File: src/rtl/flash_rdmode_pkg.sv
package flash_rdmode_pkg;
  typedef enum logic [1:0] {
    MODE_ARRAY  = 2'd0,
    MODE_IDENT  = 2'd1,
    MODE_STATUS = 2'd2
  } rd_mode_e;

  localparam logic [7:0] CMD_IDENT  = 8'h90;
  localparam logic [7:0] CMD_ARRAY  = 8'hFF;
  localparam logic [7:0] CMD_STATUS = 8'h70;
  localparam logic [15:0] MFR_CODE  = 16'h0089;
endpackage

File: src/rtl/flash_cmd_dec.sv
module flash_cmd_dec
  import flash_rdmode_pkg::*;
(
  input  logic       clk_i,
  input  logic       rst_ni,
  input  logic       ce_ni,
  input  logic       we_ni,
  input  logic [7:0] cmd_i,
  output rd_mode_e   mode_o,
  output logic       cmd_stb_o
);
  logic     we_q;
  rd_mode_e mode_q;

  // rising edge of the write strobe while selected
  assign cmd_stb_o = !we_q && we_ni && !ce_ni;
  assign mode_o    = mode_q;

  always_ff @(posedge clk_i or negedge rst_ni) begin
    if (!rst_ni) begin
      we_q   <= 1'b1;
      mode_q <= MODE_ARRAY;
    end else begin
      we_q <= we_ni;
      if (cmd_stb_o) begin
        unique case (cmd_i)
          CMD_IDENT:  mode_q <= MODE_IDENT;
          CMD_ARRAY:  mode_q <= MODE_ARRAY;
          CMD_STATUS: mode_q <= MODE_STATUS;
          default:    mode_q <= mode_q;
        endcase
      end
    end
  end
endmodule

File: src/rtl/flash_ident_dec.sv
module flash_ident_dec
  import flash_rdmode_pkg::*;
#(
  parameter int          LOW_W    = 12,
  parameter int          DATA_W   = 16,
  parameter int          PR_WORDS = 8,
  parameter logic [15:0] DEV_CODE = 16'h88C2
) (
  input  logic [LOW_W-1:0]         low_i,
  input  logic                     locked_i,
  input  logic                     lock_down_i,
  input  logic [DATA_W-1:0]        prot_lock_i,
  input  logic [PR_WORDS*DATA_W-1:0] prot_data_i,
  output logic [DATA_W-1:0]        data_o
);
  localparam logic [LOW_W-1:0] OFS_MFR  = LOW_W'(0);
  localparam logic [LOW_W-1:0] OFS_DEV  = LOW_W'(1);
  localparam logic [LOW_W-1:0] OFS_LOCK = LOW_W'(2);
  localparam logic [LOW_W-1:0] OFS_PRL  = LOW_W'('h80);

  always_comb begin
    data_o = '0;
    if (low_i == OFS_MFR)       data_o = DATA_W'(MFR_CODE);
    else if (low_i == OFS_DEV)  data_o = DATA_W'(DEV_CODE);
    else if (low_i == OFS_LOCK) data_o = DATA_W'({lock_down_i, locked_i | lock_down_i});
    else if (low_i == OFS_PRL)  data_o = prot_lock_i;
    else begin
      for (int i = 0; i < PR_WORDS; i++) begin
        if (low_i == OFS_PRL + LOW_W'(i + 1))
          data_o = prot_data_i[i*DATA_W +: DATA_W];
      end
    end
  end
endmodule

File: src/rtl/flash_rd_mux.sv
module flash_rd_mux
  import flash_rdmode_pkg::*;
#(
  parameter int DATA_W = 16,
  parameter int STAT_W = 8
) (
  input  logic              clk_i,
  input  logic              rst_ni,
  input  logic              rd_i,
  input  rd_mode_e          mode_i,
  input  logic [DATA_W-1:0] array_i,
  input  logic [DATA_W-1:0] ident_i,
  input  logic [STAT_W-1:0] status_i,
  output logic [DATA_W-1:0] rdata_o,
  output logic              rd_vld_o
);
  logic [DATA_W-1:0] sel_d;

  always_comb begin
    unique case (mode_i)
      MODE_IDENT:  sel_d = ident_i;
      MODE_STATUS: sel_d = DATA_W'(status_i);
      default:     sel_d = array_i;
    endcase
  end

  always_ff @(posedge clk_i or negedge rst_ni) begin
    if (!rst_ni) begin
      rdata_o  <= '0;
      rd_vld_o <= 1'b0;
    end else begin
      rd_vld_o <= rd_i;
      rdata_o  <= rd_i ? sel_d : '0;
    end
  end
endmodule

File: src/rtl/flash_rdmode_ctrl.sv
module flash_rdmode_ctrl
  import flash_rdmode_pkg::*;
#(
  parameter int          ADDR_W   = 20,
  parameter int          LOW_W    = 12,
  parameter int          DATA_W   = 16,
  parameter int          STAT_W   = 8,
  parameter int          PR_WORDS = 8,
  parameter logic [15:0] DEV_CODE = 16'h88C2,
  localparam int         BLK_W    = ADDR_W - LOW_W
) (
  input  logic                       clk_i,
  input  logic                       rst_ni,
  input  logic                       ce_ni,
  input  logic                       oe_ni,
  input  logic                       we_ni,
  input  logic [ADDR_W-1:0]          addr_i,
  input  logic [DATA_W-1:0]          data_i,
  input  logic [DATA_W-1:0]          array_data_i,
  input  logic [STAT_W-1:0]          status_i,
  input  logic                       locked_i,
  input  logic                       lock_down_i,
  input  logic [DATA_W-1:0]          prot_lock_i,
  input  logic [PR_WORDS*DATA_W-1:0] prot_data_i,
  output logic [BLK_W-1:0]           blk_sel_o,
  output logic [DATA_W-1:0]          rdata_o,
  output logic                       rd_vld_o
);
  rd_mode_e          mode;
  logic              cmd_stb;
  logic [DATA_W-1:0] ident_data;
  logic              unused_cmd_hi;

  assign unused_cmd_hi = ^data_i[DATA_W-1:8];
  assign blk_sel_o     = addr_i[ADDR_W-1:LOW_W];

  flash_cmd_dec u_cmd (
    .clk_i     (clk_i),
    .rst_ni    (rst_ni),
    .ce_ni     (ce_ni),
    .we_ni     (we_ni),
    .cmd_i     (data_i[7:0]),
    .mode_o    (mode),
    .cmd_stb_o (cmd_stb)
  );

  flash_ident_dec #(
    .LOW_W(LOW_W), .DATA_W(DATA_W), .PR_WORDS(PR_WORDS), .DEV_CODE(DEV_CODE)
  ) u_ident (
    .low_i       (addr_i[LOW_W-1:0]),
    .locked_i    (locked_i),
    .lock_down_i (lock_down_i),
    .prot_lock_i (prot_lock_i),
    .prot_data_i (prot_data_i),
    .data_o      (ident_data)
  );

  flash_rd_mux #(.DATA_W(DATA_W), .STAT_W(STAT_W)) u_mux (
    .clk_i    (clk_i),
    .rst_ni   (rst_ni),
    .rd_i     (!ce_ni && !oe_ni),
    .mode_i   (mode),
    .array_i  (array_data_i),
    .ident_i  (ident_data),
    .status_i (status_i),
    .rdata_o  (rdata_o),
    .rd_vld_o (rd_vld_o)
  );
endmodule

File: config.mk
export PLATFORM = sky130hd
export DESIGN_NAME = flash_rdmode_ctrl
export DESIGN_NICKNAME = d
export VERILOG_FILES = /design/src/rtl/flash_rdmode_pkg.sv /design/src/rtl/flash_cmd_dec.sv /design/src/rtl/flash_ident_dec.sv /design/src/rtl/flash_rd_mux.sv /design/src/rtl/flash_rdmode_ctrl.sv
export SDC_FILE = /design/constraint.sdc
export NUM_CORES = 1
export LEC_CHECK = 0
export ABC_AREA = 1
export BUFFER_PORTS_ARGS = -buffer_cell sky130_fd_sc_hd__buf_2
export CELL_PAD_IN_SITES_DETAIL_PLACEMENT = 1
export CELL_PAD_IN_SITES_GLOBAL_PLACEMENT = 1
export CORE_MARGIN = 10
export CORE_UTILIZATION = 25
export CTS_CLUSTER_SIZE = 40
export DETAILED_ROUTE_END_ITERATION = 8
export PLACE_DENSITY = 0.95
export SYNTH_ARGS = -nofsm -noshare
export SYNTH_HDL_FRONTEND = slang
export SYNTH_SLANG_ARGS = --single-unit
File: constraint.sdc
create_clock -name clk_i -period 3.15 [get_ports clk_i]
set_input_delay 0.945 -clock clk_i [delete_from_list [all_inputs] [get_ports clk_i]]
set_output_delay 0.945 -clock clk_i [all_outputs]
set_load 0.05 [all_outputs]
==> flow_summary.yaml <==
status:
  status: "complete, no violations"
finish:
  layout-drive-gt1-share: 0.3944
  syn2layout_area_growth_pct: 44.27
  final_util: 0.3693
  final_nets: 858
worst_hold_path:
  hold_depth: 3
  hold_path_startpoint: "u_cmd.mode_o[1]"
  whs_endpoint: "u_cmd.mode_o[1]"
  hp-class: "reg2reg"
routing:
  drcViolationCount: 0
  drtIter0Drc: 215
  via_count: 3859
  ant_nets: 0
  wl_per_cell_um: 17.43
  drtPass1Iterations: 4
  drt_wl_total_um: 13610
  vias_per_cell: 4.941
synthesis:
  synth.most_common_cell: "nand2_1"
  synth_common_cells: "nand2_1 (115), a21oi_1 (48), nand3_1 (46), nor2_1 (42), inv_1 (40)"
  synth-seq-cells: 20
  synth_nets: 661
  synthArstFlopShare: 1.000
  netlist_area_sq_um: 2643
  yosysTopAreaCellShare: 0.1799
  ys.flop_type: "dfrtp_1"
  avgSynthCellArea_sq_um: 5.899
  yosys_warnings: 0
  yosysUniqueCellTypes: 36
  synth_seq_area_share: 0.1899
  synth_cells: 448
  synth_edf_count: 0
  yosysTopAreaCell: "dfrtp_1"
  ys_top_cells_by_area: "dfrtp_1 (18%), nand2_1 (16%), a21oi_1 (9.1%)"
sta:
  period_share: 0.7960
  finalHoldViolations: 0
  rsz0062_at_grt: "no"
  fin_crit_ns: 2.507
  slew_headroom: 0.6333
  fin_setup_tns_ns: 0
  tightest_slew_ns: 0.5480
  fmax_ghz: 0.3988
  finalMaxSlewViolations: 0
  setup_viol: 0
  fin_skew_ns: 0.002676
  hold_slack_ns: 0.6223
grt:
  grt_max_degree: 22
  antenna_found_initial: 0
  grt-ovfl-total: 0
  grt_pass1_wl_um: 20690
  grt_use_total: 0.1691
  grt_pass1_vias: 4156
floorplan:
  initial_utilization: 0.2560
  rows: 37
  die-area_sq_um: 15080
  core_area_sq_um: 10320
  fp.dieH_um: 122.8
  chipWidth_um: 122.8
  ios: 236
placement:
  hpwl_um: 11920
  gp_congestion: 0.8877
  port-buffer-count: 211
worst_setup_path:
  arrival_ns: 2.70
  rr_worst_depth: 8
  r2r-end: "u_mux.rdata_o[9]"
  crit_type: "in2reg"
  reg2reg_slack_ns: 1.36
  crit_required_ns: 3.34
  regToRegStartpoint: "u_cmd.mode_o[1]"
  crit_path_end_kind: "flop"
  crit_fanout: 13
  worst_setup_path_start_kind: "input port"
clock_tree:
  cts_tree: "built"
  post_cts_buffers: 0
  cts_sinks: 20
  cts_resized: 0
  clk_pin_slew_ns: 0.08
  cts_root_buffer: "clkbuf_8"
  clk_latency_ns: 0.27
  clk_path_buf_depth: 2
  cts_buffers: 3
  ctsHtreeMaxLevel: 1
  cts.hold.buffers_added: 0
power:
  powerDensity_nw_per_um2: 189.5
  leakage_nw: 2.101
  ir_drop_mv: 0.1424
job:
  cap_violations: 0
-- worst max-delay path by stage --
| stage | from | end | slack [ns] | depth (start not counted) |
|---|---|---|---|---|
| global placement | addr_i[6] | u_mux.rdata_o[5] | 0.37 | 13 |
| global route | addr_i[5] | u_mux.rdata_o[6] | 0.39 | 15 |
| detailed placement | addr_i[6] | u_mux.rdata_o[4] | 0.34 | 13 |
| floorplan | addr_i[11] | u_mux.rdata_o[11] | 0.86 | 15 |
| CTS | addr_i[6] | u_mux.rdata_o[4] | 0.62 | 13 |
| finish | addr_i[6] | u_mux.rdata_o[4] | 0.64 | 13 |
-- report_power, final --
part	switching [mW]	leakage [nW]	internal, mW
clock network	0.0914	0.0288	0.112
logic	0.138	1.82	0.111
registers	0.00291	0.257	0.267
-- final cells by class --
cell class / instances / area [sq um]
fill: 1482 / 6511
multi-input combinational: 351 / 1772
timing repair buffer: 221 / 1131
sequential: 20 / 501.7
inverter: 48 / 180.2
tap: 136 / 170.2
clock buffer: 4 / 55.05
antenna: 1 / 2.502
-- worst max-delay path, cell delays in order --
cell and delay, ns:
buf_2 0.11, inv_2 0.04, nand2_1 0.11, nor2_8 0.15, buf_4 0.24, nand3_1 0.10, inv_1 0.34, a21oi_1 0.15
nand3_1 0.10, o211ai_1 0.10, nand3_1 0.11, nand2_1 0.07, a21oi_1 0.13
-- per-stage QoR --
stage          total power, mW  cells  area, sq um  worst slack (ns)
6_report                0.7226    781         3812            0.6427
5_1_grt                 0.7648    780         3810            0.3871
4_1_cts                 0.7289    780         3810            0.6195
3_5_place_dp            0.5247    776         3755            0.3415
3_3_place_gp            0.5152    776         3755            0.3676
2_1_floorplan           0.3952    448         2643            0.8569
-- cells in the final DEF, fill, tap and decap left out, types with 2 or more instances in the layout --
cell type	count
a21oi_1	48
a21oi_2	3
buf_2	211
buf_4	10
clkbuf_8	4
dfrtp_1	19
ha_1	2
inv_1	40
inv_2	7
nand2_1	115
nand2_2	4
nand2b_1	2
nand3_1	46
nand3_4	2
nand4_1	30
nor2_1	42
nor2_2	2
nor2_4	6
nor3_1	2
nor3_2	2
o211ai_1	9
o21ai_0	23
o21ai_1	2
o21bai_1	3
-- state kept, by name (all words and copies together) (netlist names) --
name,cells
u_cmd.mode_o,2
u_mux.rd_vld_o,1
u_cmd.we_q,1
u_mux.rdata_o,16
-- cell families after synthesis --
group                      after synthesis  synth area share
AOI/OAI and AO/OA                       92            0.1937
adders and majority gates                2          0.009468
buffers and inverters                   77            0.1397
DFF                                     20            0.1899
and+or+nand+nor                        257            0.4673
-- routing by layer --
metal	part of all wire	wire (um)	vias up	GRT usage
met5	0	0	-	0
met4	0.027	369	0	0.04418
met3	0.074	1009	32	0.03719
met2	0.53	7168	136	0.3263
met1	0.37	5061	1796	0.1794
li1	-	-	1895	-
No activity file was read; power rests on OpenSTA's default activity.
